--- src/rtl/pinc_pkg.sv ---
package pinc_pkg;
    localparam int XLEN      = 32;
    localparam int HALF_W    = 16;
    localparam int BYTE_W    = 8;
    localparam int IMM_BYTES = XLEN / BYTE_W;

    typedef enum logic [2:0] {
        ST_IDLE    = 3'd0,
        ST_REQ     = 3'd1,
        ST_WAIT    = 3'd2,
        ST_WB_DATA = 3'd3,
        ST_WB_BASE = 3'd4
    } lsu_state_e;

    typedef enum logic [1:0] {
        DISP_S8  = 2'd0,
        DISP_S24 = 2'd1,
        DISP_F32 = 2'd2,
        DISP_F32B = 2'd3
    } disp_kind_e;
endpackage

--- src/rtl/pinc_disp_ext.sv ---
module pinc_disp_ext
    import pinc_pkg::*;
#(
    parameter int SHORT_BYTES = 1,
    parameter int MID_BYTES   = 3
) (
    input  logic [1:0]      kind,
    input  logic [XLEN-1:0] imm,
    output logic [XLEN-1:0] disp
);
    localparam int SHORT_W = SHORT_BYTES * BYTE_W;
    localparam int MID_W   = MID_BYTES * BYTE_W;

    logic [XLEN-1:0] short_ext;
    logic [XLEN-1:0] mid_ext;

    assign short_ext = {{(XLEN-SHORT_W){imm[SHORT_W-1]}}, imm[SHORT_W-1:0]};
    assign mid_ext   = {{(XLEN-MID_W){imm[MID_W-1]}}, imm[MID_W-1:0]};

    always_comb begin
        case (disp_kind_e'(kind))
            DISP_S8:  disp = short_ext;
            DISP_S24: disp = mid_ext;
            default:  disp = imm;
        endcase
    end
endmodule

--- src/rtl/pinc_align_chk.sv ---
module pinc_align_chk
    import pinc_pkg::*;
(
    input  logic [1:0] addr_lo,
    input  logic       half,
    output logic       misaligned
);
    always_comb begin
        if (half) misaligned = addr_lo[0];
        else      misaligned = |addr_lo;
    end
endmodule

--- src/rtl/pinc_load_fmt.sv ---
module pinc_load_fmt
    import pinc_pkg::*;
(
    input  logic [XLEN-1:0] raw,
    input  logic            half,
    output logic [XLEN-1:0] value
);
    always_comb begin
        if (half) value = {{(XLEN-HALF_W){1'b0}}, raw[HALF_W-1:0]};
        else      value = raw;
    end
endmodule

--- src/rtl/pinc_lsu.sv ---
module pinc_lsu
    import pinc_pkg::*;
#(
    parameter int REG_AW = 4
) (
    input  logic              clk,
    input  logic              rst_n,
    input  logic              op_valid,
    output logic              op_ready,
    input  logic              op_store,
    input  logic              op_half,
    input  logic [1:0]        op_disp_kind,
    input  logic [XLEN-1:0]   op_imm,
    input  logic [REG_AW-1:0] op_base_idx,
    input  logic [REG_AW-1:0] op_data_idx,
    output logic [REG_AW-1:0] rf_base_raddr,
    input  logic [XLEN-1:0]   rf_base_rdata,
    output logic [REG_AW-1:0] rf_data_raddr,
    input  logic [XLEN-1:0]   rf_data_rdata,
    output logic              rf_we,
    output logic [REG_AW-1:0] rf_waddr,
    output logic [XLEN-1:0]   rf_wdata,
    output logic              mem_req,
    output logic              mem_we,
    output logic              mem_half,
    output logic [XLEN-1:0]   mem_addr,
    output logic [XLEN-1:0]   mem_wdata,
    input  logic              mem_rsp_valid,
    input  logic [XLEN-1:0]   mem_rdata,
    output logic              err_misalign
);
    typedef struct packed {
        lsu_state_e        state;
        logic              store;
        logic              half;
        logic              same;
        logic              err;
        logic [REG_AW-1:0] base_idx;
        logic [REG_AW-1:0] data_idx;
        logic [XLEN-1:0]   addr;
        logic [XLEN-1:0]   wdata;
        logic [XLEN-1:0]   next_base;
        logic [XLEN-1:0]   load_val;
    } lsu_regs_t;

    lsu_regs_t r_d, r_q;

    logic [XLEN-1:0] disp;
    logic            misaligned;
    logic [XLEN-1:0] load_val;

    pinc_disp_ext u_disp (
        .kind (op_disp_kind),
        .imm  (op_imm),
        .disp (disp)
    );

    pinc_align_chk u_align (
        .addr_lo    (rf_base_rdata[1:0]),
        .half       (op_half),
        .misaligned (misaligned)
    );

    pinc_load_fmt u_fmt (
        .raw   (mem_rdata),
        .half  (r_q.half),
        .value (load_val)
    );

    assign rf_base_raddr = op_base_idx;
    assign rf_data_raddr = op_data_idx;

    always_comb begin
        r_d     = r_q;
        r_d.err = 1'b0;
        case (r_q.state)
            ST_IDLE: begin
                if (op_valid) begin
                    r_d.store     = op_store;
                    r_d.half      = op_half;
                    r_d.same      = !op_store && (op_base_idx == op_data_idx);
                    r_d.base_idx  = op_base_idx;
                    r_d.data_idx  = op_data_idx;
                    r_d.addr      = rf_base_rdata;
                    r_d.wdata     = rf_data_rdata;
                    r_d.next_base = rf_base_rdata + disp;
                    if (misaligned) begin
                        r_d.err   = 1'b1;
                        r_d.state = ST_IDLE;
                    end else begin
                        r_d.state = ST_REQ;
                    end
                end
            end
            ST_REQ: begin
                r_d.state = ST_WAIT;
            end
            ST_WAIT: begin
                if (mem_rsp_valid) begin
                    r_d.load_val = load_val;
                    r_d.state    = r_q.store ? ST_WB_BASE : ST_WB_DATA;
                end
            end
            ST_WB_DATA: begin
                r_d.state = r_q.same ? ST_IDLE : ST_WB_BASE;
            end
            ST_WB_BASE: begin
                r_d.state = ST_IDLE;
            end
            default: begin
                r_d.state = ST_IDLE;
            end
        endcase
    end

    always_ff @(posedge clk or negedge rst_n) begin
        if (!rst_n) r_q <= '0;
        else        r_q <= r_d;
    end

    assign op_ready     = (r_q.state == ST_IDLE);
    assign err_misalign = r_q.err;
    assign mem_req      = (r_q.state == ST_REQ);
    assign mem_we       = r_q.store;
    assign mem_half     = r_q.half;
    assign mem_addr     = r_q.addr;
    assign mem_wdata    = r_q.wdata;
    assign rf_we        = (r_q.state == ST_WB_DATA) || (r_q.state == ST_WB_BASE);
    assign rf_waddr     = (r_q.state == ST_WB_DATA) ? r_q.data_idx : r_q.base_idx;
    assign rf_wdata     = (r_q.state == ST_WB_DATA) ? r_q.load_val : r_q.next_base;
endmodule

--- config.mk ---
export PLATFORM = sky130hd
export DESIGN_NAME = pinc_lsu
export DESIGN_NICKNAME = d
export VERILOG_FILES = /design/src/rtl/pinc_pkg.sv /design/src/rtl/pinc_disp_ext.sv /design/src/rtl/pinc_align_chk.sv /design/src/rtl/pinc_load_fmt.sv /design/src/rtl/pinc_lsu.sv
export SDC_FILE = /design/constraint.sdc
export NUM_CORES = 1
export LEC_CHECK = 0
export BUFFER_PORTS_ARGS = -buffer_cell sky130_fd_sc_hd__buf_2
export CAP_MARGIN = 30
export CORE_ASPECT_RATIO = 1.2
export CORE_MARGIN = 3
export CORE_UTILIZATION = 50
export CTS_BUF_LIST = sky130_fd_sc_hd__clkbuf_8 sky130_fd_sc_hd__clkbuf_16
export DETAILED_ROUTE_END_ITERATION = 8
export GPL_ROUTABILITY_DRIVEN = 0
export PLACE_DENSITY = 0.76
export SYNTH_ARGS = -nofsm -noshare
export SYNTH_HDL_FRONTEND = slang
export SYNTH_SLANG_ARGS = --single-unit
--- constraint.sdc ---
create_clock -name clk -period 1.85 [get_ports clk]
set_clock_uncertainty 0.05 [all_clocks]
set_input_delay 0.0925 -clock clk [delete_from_list [all_inputs] [get_ports clk]]
set_output_delay 0.0925 -clock clk [all_outputs]
set_load 0.02 [all_outputs]
==> results of run 1 <==
-- area by class of cell --
cell class                      instances  area [µm²]
Timing Repair Buffer                  513        3960
Fill cell                             901        3090
Inverter                               19        71.3
Multi-Input combinational cell        715        4990
Sequential cell                       143        3580
Clock buffer                           18         439
Tap cell                              212         265
Clock inverter                         14         181
-- timing repair --
item	4_1_cts	5_1_grt
gates resized for setup	133	82
endpoints found under the hold margin	251	0
hold buffers	108	0
setup endpoints to repair	52	70
setup buffers	21	10
pin swaps	41	35
cloned	3	1
-- worst register-to-register path, delay by kind of cell, from the launching register on --
kind                   cells  cell delay [ns]
and+or+nand+nor            3             0.75
DFF                        1             0.40
buffers and inverters      2             0.34
muxes                      1             0.10
AOI/OAI and AO/OA          1             0.10
-- synthesized netlist by cell type (all sizes together), types with 12 or more instances --
| cell type | n | area, µm² |
|---|---|---|
| a21oi | 48 | 244 |
| buf | 94 | 667 |
| clkbuf | 27 | 103 |
| dfrtp | 143 | 3580 |
| ha | 34 | 425 |
| inv | 19 | 71.3 |
| mux2 | 53 | 597 |
| nand2 | 306 | 1150 |
| nand2b | 21 | 131 |
| nand3 | 12 | 70.1 |
| nor2 | 34 | 128 |
| o21ai | 72 | 368 |
| xor2 | 13 | 114 |
-- stage by stage --
step | setup TNS (ns) | hold WS [ns] | cell area [µm²] | total power, W | worst slack (ns)
CTS | -2.33 | 0.0577 | 13100 | 0.0180 | -0.116
finish | -4.20 | 0.0700 | 13500 | 0.0187 | -0.230
global route | -6.16 | 0.0995 | 13500 | 0.0196 | -0.243
global placement | -10.19 | -0.0476 | 10700 | 0.0130 | -0.637
floorplan | -4.46 | -0.253 | 9030 | 0.0113 | -0.389
detailed placement | -11.38 | -0.0455 | 10700 | 0.0133 | -0.657
-- how the worst min path moves through the flow --
stage                           startpoint  cells after the start            end
after floorplan                      rst_n                      0   err_misalign
after global placement               rst_n                      1  mem_wdata[29]
after detailed placement             rst_n                      1   mem_wdata[4]
after CTS                 rf_base_rdata[1]                      4    mem_addr[1]
after global routing                 rst_n                      2   mem_wdata[4]
final                                rst_n                      2   mem_wdata[4]
-- routing by layer --
metal	vias up	share of wire [%]
met1	4334	38
met5	-	0
met2	420	52
li1	4108	-
met3	113	6.0
met4	0	4.7
-- power groups by stage --
stage / logic (W) / clock network (W) / registers [W]
6_report: 0.00945 / 0.00366 / 0.00555
5_1_grt: 0.0101 / 0.00382 / 0.00567
4_1_cts: 0.00889 / 0.00367 / 0.00546
3_5_place_dp: 0.00777 / 0 / 0.00552
3_3_place_gp: 0.00757 / 0 / 0.00544
2_1_floorplan: 0.00606 / 0 / 0.00524
-- cells by family after synthesis --
kind of cell,share of synthesized area (%)
DFF,41.5
and+or+nand+nor,20.8
AOI/OAI and AO/OA,13.1
muxes,7.27
adders and majority gates,5.16
buffers and inverters,9.75
xor gates and xnor gates,2.44
-- layout by cell type, fill, tap and decap left out, types with 4 or more instances in the layout --
| cell type | Yosys | final |
|---|---|---|
| buf_12 | 0 | 14 |
| mux2_4 | 0 | 7 |
| buf_4 | 76 | 123 |
| nor2_1 | 34 | 31 |
| o21ai_0 | 65 | 41 |
| buf_2 | 17 | 217 |
| xor2_1 | 13 | 13 |
| nand2b_1 | 21 | 19 |
| a21o_1 | 8 | 8 |
| nor2b_1 | 6 | 5 |
| inv_6 | 0 | 4 |
| ha_4 | 0 | 21 |
| nor3_1 | 10 | 9 |
| a211oi_2 | 3 | 5 |
| buf_6 | 1 | 49 |
| o21ai_2 | 2 | 11 |
| a21oi_2 | 1 | 19 |
| dfrtp_1 | 143 | 140 |
| nand3_1 | 10 | 10 |
| o21ai_4 | 0 | 5 |
| dlygate4sd3_1 | 0 | 108 |
| nand2_2 | 0 | 13 |
| mux2_2 | 53 | 46 |
| o21a_1 | 7 | 7 |
| ha_1 | 34 | 11 |
| nand2_4 | 0 | 6 |
| o211ai_1 | 4 | 4 |
| a21oi_1 | 47 | 26 |
| xnor2_1 | 11 | 11 |
| nand2_1 | 306 | 286 |
| nand3b_1 | 4 | 4 |
| clkbuf_16 | 0 | 18 |
| inv_1 | 19 | 18 |
| o21ai_1 | 5 | 15 |
| nand4_1 | 8 | 8 |
-- state kept, by name, summed over array words and instances (netlist names) --
register      count
mem_we            1
mem_addr         32
err_misalign      1
mem_wdata        32
mem_half          1
r_q              76
==> flow_summary.json, run 1 <==
{
  "fmax_ghz": 0.481,
  "required_ns": 2.16,
  "reg2reg_depth": 7,
  "final_util_pct": 81.3,
  "post-route-period-util_pct": 112,
  "status": "finished, violations left",
  "internal_power_w": 0.0109,
  "final_cells": 1634,
  "synth_cell_types": 64,
  "grt_pass1_wl_um": 46700,
  "r2r-end": "r_q[41]",
  "power_switching_w": 0.00772,
  "num_io_pins": 258,
  "p_clk_share_pct": 19.6,
  "grt_pass1_vias": 9218,
  "power_frac_comb_pct": 50.6,
  "portBuffers": 257,
  "vias": 8975,
  "regToRegStartpoint": "r_q[140]",
  "worstMarginPinSlew_ns": 0.378,
  "avgRoutedWirePerCell_um": 19.2,
  "crit_start": "op_disp_kind[0]",
  "path_cells": "buf_12, buf_8, o21ai_4, nand2_4, ha_4, nand2_1, o21ai_0, nand2b_2, nand3_2, a21oi_2, or4b_1, nand3_1",
  "vdd_drop_max_mv": 0.829,
  "drv_slew": 0,
  "cp_slowest_cell": "or4b_1",
  "worst_slack_ns": -0.230,
  "critical_path.max_stage_delay_ns": 0.50,
  "first_pass_iters": 7,
  "p_per_area_mw_per_mm2": 1380,
  "dp_hpwl_um": 18200,
  "critPathTopFamily": "simple AND/OR/NAND/NOR gates",
  "clock_path_buffers": 2,
  "drive_gt1_share_pct": 43.3,
  "die_x_um": 126,
  "path_clk_slew_ns": 0.07,
  "critPathArrivalTime_ns": 2.39,
  "synth_warnings": 0,
  "min_period_ns": 2.08,
  "cp-end-kind": "flip-flop",
  "use_met3_pct": 5.71,
  "grt-ovfl-total": 0,
  "cts_tree": "yes",
  "setup_viol_count_final": 47,
  "root_buffer": "clkbuf_16",
  "numCtsBuffers": 17,
  "core-area_mm2": 0.0166,
  "htree_levels": 4,
  "crit_fanout": 6,
  "ys_seq_elements": 143,
  "hold_viol": 0,
  "slew_headroom_pct": 74.5,
  "drt_iter0_drc": 611,
  "met1_usage_pct": 35.3,
  "initial_utilization_pct": 52.0,
  "path_depth": 12,
  "synthCells": 996,
  "syn-cell-area_mm2": 0.00862,
  "avgSynthCellArea_um2": 8.66,
  "antenna_found_initial": 0,
  "violations": "negative setup slack",
  "grtUsageTotal_pct": 31.1,
  "synthFlopType": "dfrtp_1",
  "synthArstFlopShare_pct": 100,
  "synth-seq-area-share_pct": 41.5,
  "die_h_um": 150,
  "syn_to_final_growth_pct": 56.5,
  "rsz0062_at_grt": "yes",
  "cts_sinks": 143,
  "seqPwrFrac_pct": 29.8,
  "setup.worst_path.class": "primary input to flip-flop",
  "max-cap-violations": 0,
  "power_leakage_nw": 6.70,
  "final_antenna_net_count": 0,
  "syn_nets": 1175,
  "vias_per_cell": 5.49,
  "busiest_layer": "met2",
  "rows": 51,
  "dp_cells": 1460,
  "nNetsFinal": 1588,
  "clock_latency_ns": 0.43,
  "hold_class": "primary input to asynchronous set/reset pin",
  "use_met2_pct": 55.7,
  "grt_max_degree": 64,
  "critPathLaunchType": "primary input",
  "antenna_cells": 0,
  "die_area_mm2": 0.0189,
  "cp_num_buf_inv": 2,
  "wirelength_um": 31300,
  "crit_path_end": "r_q[47]",
  "p_sw_share_pct": 41.4,
  "drc": 0,
  "synth_edf_count": 0,
  "rrSetupSlack_ns": 0
}
(Power assumes the default switching activity.)
==> run 2: changes to the inputs <==
- MAX_ROUTING_LAYER: not set -> met4
==> run 2 against run 1 <==
  * The flow still finishes with violations (negative setup slack)
  * Sequential power about the same
  * Maximum frequency up 4.4%
  * Final cell count up 0.24%
  * Largest cell class unchanged
  * Highest routed layer unchanged
==> flow_summary.json, run 2 (synthesis results as in run 1) <==
{
  "initial_utilization_pct": 52.0,
  "dp_cells": 1460,
  "critPathLaunchType": "primary input",
  "vias_per_cell": 5.49,
  "layout_commonest_cell": "nand2_1",
  "dp_hpwl_um": 18200,
  "worst_slack_ns": -0.143,
  "final_cells": 1638,
  "wirelength_um": 32400,
  "final_antenna_net_count": 0,
  "syn_to_final_growth_pct": 58.8,
  "crit_fanout": 8,
  "p_per_area_mw_per_mm2": 1370,
  "portBuffers": 257,
  "die_h_um": 150,
  "antenna_found_initial": 0,
  "rsz0062_at_grt": "yes",
  "largest_reg_flops": 76,
  "clock_path_buffers": 2,
  "numCtsBuffers": 17,
  "critPathArrivalTime_ns": 2.30,
  "htree_levels": 4,
  "setup_viol_count_final": 45,
  "largest-register": "r_q",
  "worstMarginPinSlew_ns": 0.364,
  "max-cap-violations": 0,
  "min_period_ns": 1.99,
  "vdd_drop_max_mv": 0.813,
  "power_leakage_nw": 6.78,
  "cts_sinks": 143,
  "first_pass_iters": 5,
  "mostFrequentLayoutCells": "nand2_1, buf_2, dfrtp_1, buf_4, dlygate4sd3_1",
  "root_buffer": "clkbuf_16",
  "clock_latency_ns": 0.42,
  "grtUsageTotal_pct": 32.0,
  "core-area_mm2": 0.0166,
  "path_clk_slew_ns": 0.06,
  "post-place-ws_ns": -0.657,
  "cp-end-kind": "flip-flop",
  "grt_pass1_wl_um": 46700,
  "fmax_ghz": 0.502,
  "die_area_mm2": 0.0189,
  "status": "finished, violations left",
  "cts_tree": "yes",
  "slew_headroom_pct": 75.4,
  "drc": 0,
  "required_ns": 2.16,
  "hold_viol": 0,
  "grt-ovfl-total": 0,
  "drv_slew": 0,
  "hold_class": "primary input to asynchronous set/reset pin",
  "grt_pass1_vias": 9234,
  "post-route-period-util_pct": 108,
  "rows": 51,
  "setup.worst_path.class": "primary input to flip-flop",
  "num_io_pins": 258,
  "avgRoutedWirePerCell_um": 19.8,
  "nNetsFinal": 1592,
  "drt_iter0_drc": 584,
  "grt_max_degree": 64,
  "antenna_cells": 0,
  "vias": 8998,
  "drive_gt1_share_pct": 44.0,
  "die_x_um": 126,
  "violations": "negative setup slack"
}
-- run 2: cell types whose count changed in the layout (fill, tap and decap cells not counted), sizes merged --
cell    before  now
buf        404  406
clkbuf      19   21
-- run 2: area by class of cell --
cell class / count / area (µm²)
Multi-Input combinational cell: 715 / 5110
Clock inverter: 14 / 181
Timing Repair Buffer: 517 / 4040
Sequential cell: 143 / 3580
Tap cell: 212 / 265
Inverter: 19 / 71.3
Clock buffer: 18 / 439
Fill cell: 852 / 2890
-- run 2: metrics by stage --
step	power [W]	TNS (ns)	hold WS (ns)	util (%)	area [µm²]
CTS	0.0180	-2.33	0.0577	78.7	13100
global placement	0.0130	-10.19	-0.0476	64.4	10700
global route	0.0197	-5.71	0.101	82.6	13700
detailed placement	0.0133	-11.38	-0.0455	64.4	10700
finish	0.0188	-3.28	0.0706	82.6	13700
floorplan	0.0113	-4.46	-0.253	-	9030
-- run 2: worst max-delay path, cell delays in order --
cell	delay [ns]
buf_12	0.12
nor2_4	0.17
buf_12	0.13
nand2_8	0.09
nand2_1	0.19
ha_4	0.25
a21o_1	0.17
a21o_1	0.19
a21oi_1	0.24
nand3b_1	0.14
a21oi_1	0.08
or3_1	0.36
nand3_1	0.08
-- run 2: path summary, 6_finish.rpt --
kind / start / end / slack, ns / depth (start not counted)
max in group asynchronous: rst_n / r_q[141] / 1.05 / 3
min in group clk: rf_base_rdata[1] / err_misalign / 0.08 / 4
min: rst_n / mem_wdata[4] / 0.07 / 2
min reg2reg: mem_addr[29] / mem_addr[29] / 0.42 / 2
max: op_disp_kind[1] / r_q[62] / -0.14 / 13
max reg2reg: r_q[142] / r_q[41] / 0.05 / 7
-- run 2: power by group --
group	leakage [nW]	switching [W]	internal, W
registers	1.76	0.000954	0.00461
logic	4.71	0.00540	0.00420
clock network	0.301	0.00147	0.00219
total	6.78	0.00782	0.0110
-- run 2: routing by layer --
layer / track usage, % / vias up / wire length (µm) / part of all wire [%]
met5: - / - / 0 / 0
met4: 15.9 / 0 / 1500 / 4.6
met3: 5.43 / 117 / 1910 / 5.9
met2: 55.6 / 430 / 16900 / 52
met1: 35.6 / 4334 / 12100 / 37
li1: - / 4117 / - / -
-- run 2: timing repair --
item,CTS,global route
cloned,3,3
pin swaps,41,49
endpoints found under the setup margin,52,70
hold endpoints to repair,251,0
gates resized for setup,133,109
hold buffers,108,0
buffers inserted,21,12
==> run 3: changes to the inputs <==
- CORE_UTILIZATION: 50 -> 43
- PLACE_DENSITY: 0.76 -> 0.67
==> run 3 against run 2 <==
  * Critical path type unchanged
  * Final cell count rose by 3.8%
  * Largest cell class unchanged
  * Sequential power fell by 2%
  * Setup slack improved by 0.017 ns
  * Cell area rose by 0.77%
  * Clock power fell by 6.3%
  * The flow still finishes with violations (negative setup slack)
  * Critical path depth fell by 1
  * First-iteration DRC count fell by 7.0%
  * Non-clock buffer count rose by 15
  * Wire length fell by 5.2%
  * Sequential share of layout area fell by 0.20 points
  * Die area rose by 16%
  * Global-route usage fell by 5.4 points
==> flow_summary.json, run 3 (synthesis results as in run 1) <==
{
  "clock_path_buffers": 2,
  "worstMarginPinSlew_ns": 0.498,
  "critPathLaunchType": "primary input",
  "power_leakage_nw": 6.84,
  "die_x_um": 135,
  "htree_levels": 4,
  "placed_area_mm2": 0.0108,
  "path_cells": "buf_12, buf_6, o21ai_2, nand2_4, ha_1, nand2_1, o211ai_1, a21oi_2, a31oi_4, nand4_1, a21o_1, a31o_1",
  "total_power_w": 0.0185,
  "rows": 56,
  "vias": 8855,
  "largest-register": "r_q",
  "dp_cells": 1513,
  "layout_commonest_cell": "nand2_1",
  "cp-end-kind": "flip-flop",
  "portBuffers": 257,
  "path_depth": 12,
  "slew_headroom_pct": 66.8,
  "tns_ns": -3.87,
  "final_antenna_net_count": 0,
  "die_area_mm2": 0.0218,
  "syn_to_final_growth_pct": 60.0,
  "die_h_um": 161,
  "core-area_mm2": 0.0196,
  "stdcell_area_mm2": 0.0138,
  "path_clk_slew_ns": 0.06,
  "status": "finished, violations left",
  "post-route-period-util_pct": 107,
  "initial_utilization_pct": 44.0,
  "violations": "negative setup slack",
  "vdd_drop_max_mv": 0.753,
  "wirelength_um": 30800,
  "regToRegStartpoint": "r_q[140]",
  "critPathTopFamily": "compound AO/OA/AOI/OAI gates",
  "fmax_ghz": 0.506,
  "grtUsageTotal_pct": 26.6,
  "crit_fanout": 10,
  "drv_slew": 0,
  "nNetsFinal": 1605,
  "max-cap-violations": 0,
  "grt_pass1_wl_um": 44800,
  "grt_max_degree": 51,
  "required_ns": 2.11,
  "rrSetupSlack_ns": -0.03,
  "hold_viol": 0,
  "cp_num_buf_inv": 2,
  "min_period_ns": 1.98,
  "mostFrequentLayoutCells": "nand2_1, buf_2, dfrtp_1, buf_4, dlygate4sd3_1",
  "root_buffer": "clkbuf_16",
  "num_io_pins": 258,
  "grt-ovfl-total": 0,
  "hold_class": "primary input to flip-flop",
  "critPathArrivalTime_ns": 2.24,
  "cts_tree": "yes",
  "setup_viol_count_final": 48,
  "crit_start": "op_disp_kind[0]",
  "vias_per_cell": 5.21,
  "crit_path_end": "r_q[60]",
  "rsz0062_at_grt": "yes",
  "antenna_cells": 0,
  "largest_reg_flops": 76,
  "grt_pass1_vias": 8698,
  "r2r-end": "r_q[57]",
  "reg2reg_depth": 7,
  "worst_slack_ns": -0.126,
  "drc": 0,
  "post-place-ws_ns": -0.653,
  "setup.worst_path.class": "primary input to flip-flop",
  "clock_latency_ns": 0.43,
  "cp_slowest_cell": "ha_1",
  "critical_path.max_stage_delay_ns": 0.37,
  "cts_sinks": 143,
  "p_per_area_mw_per_mm2": 1340,
  "drt_iter0_drc": 543,
  "antenna_found_initial": 0,
  "drive_gt1_share_pct": 43.8,
  "final_cells": 1700,
  "numCtsBuffers": 17,
  "dp_hpwl_um": 19100,
  "avgRoutedWirePerCell_um": 18.1,
  "first_pass_iters": 6
}
[run 3: cell types whose count changed in the layout (fill, tap and decap cells not counted), moves of 4 or more]
| cell | before | now |
|---|---|---|
| buf_4 | 122 | 131 |
| a21oi_2 | 19 | 15 |
| a21oi_1 | 26 | 30 |
| o21ai_1 | 18 | 14 |
| o21ai_0 | 38 | 44 |
| mux2_4 | 7 | 3 |
| mux2_2 | 46 | 50 |
| nand2_4 | 11 | 6 |
| o21ai_4 | 9 | 4 |
[run 3: through the flow]
stage          hold WS (ns)  util [%]
2_1_floorplan        -0.253         -
3_3_place_gp         0.0226      55.3
3_5_place_dp         0.0250      55.3
4_1_cts              0.0639      66.6
5_1_grt              0.0802      70.4
6_report             0.0523      70.4
[run 3: how the worst min path moves through the flow]
stage / startpoint / to / depth (start not counted)
global placement: rst_n / mem_wdata[24] / 1
floorplan: rst_n / err_misalign / 0
global route: op_valid / mem_half / 3
CTS: rf_base_rdata[1] / mem_addr[1] / 4
detailed placement: rst_n / mem_wdata[24] / 1
finish: op_valid / mem_half / 3
[run 3: tightest hold or removal path, cell delays in order]
cell and delay, ns:
buf_2 0.15, nand2_8 0.15, o21ai_0 0.09
[run 3: cell type report]
class	instances	area (µm²)
clock buffers	17	425
clock inverters	15	150
fillers	1401	5820
inverters	19	71.3
multi-input cells	713	4970
flip-flops and latches	143	3580
well taps	261	327
repair buffers	532	4280
[run 3: routing by layer]
layer  up-vias  GRT usage, %  part of all wire (%)
met4         0          9.40                   3.7
met5         -             -                     0
met3        86          4.36                   5.3
met2       368          44.9                    51
met1      4264          32.2                    40
li1       4137             -                     -
[run 3: report_power, final]
group / switching, W / internal, W / total, W
registers: 0.000871 / 0.00461 / 0.00548
logic: 0.00527 / 0.00435 / 0.00962
clock network: 0.00153 / 0.00190 / 0.00343
[run 3: what timing repair did]
item	in CTS	in global routing
hold endpoints to repair	236	0
gates resized for setup	106	108
gates cloned	3	6
pin swaps	38	48
hold buffers	108	0
setup buffers	17	23
endpoints found under the setup margin	54	58
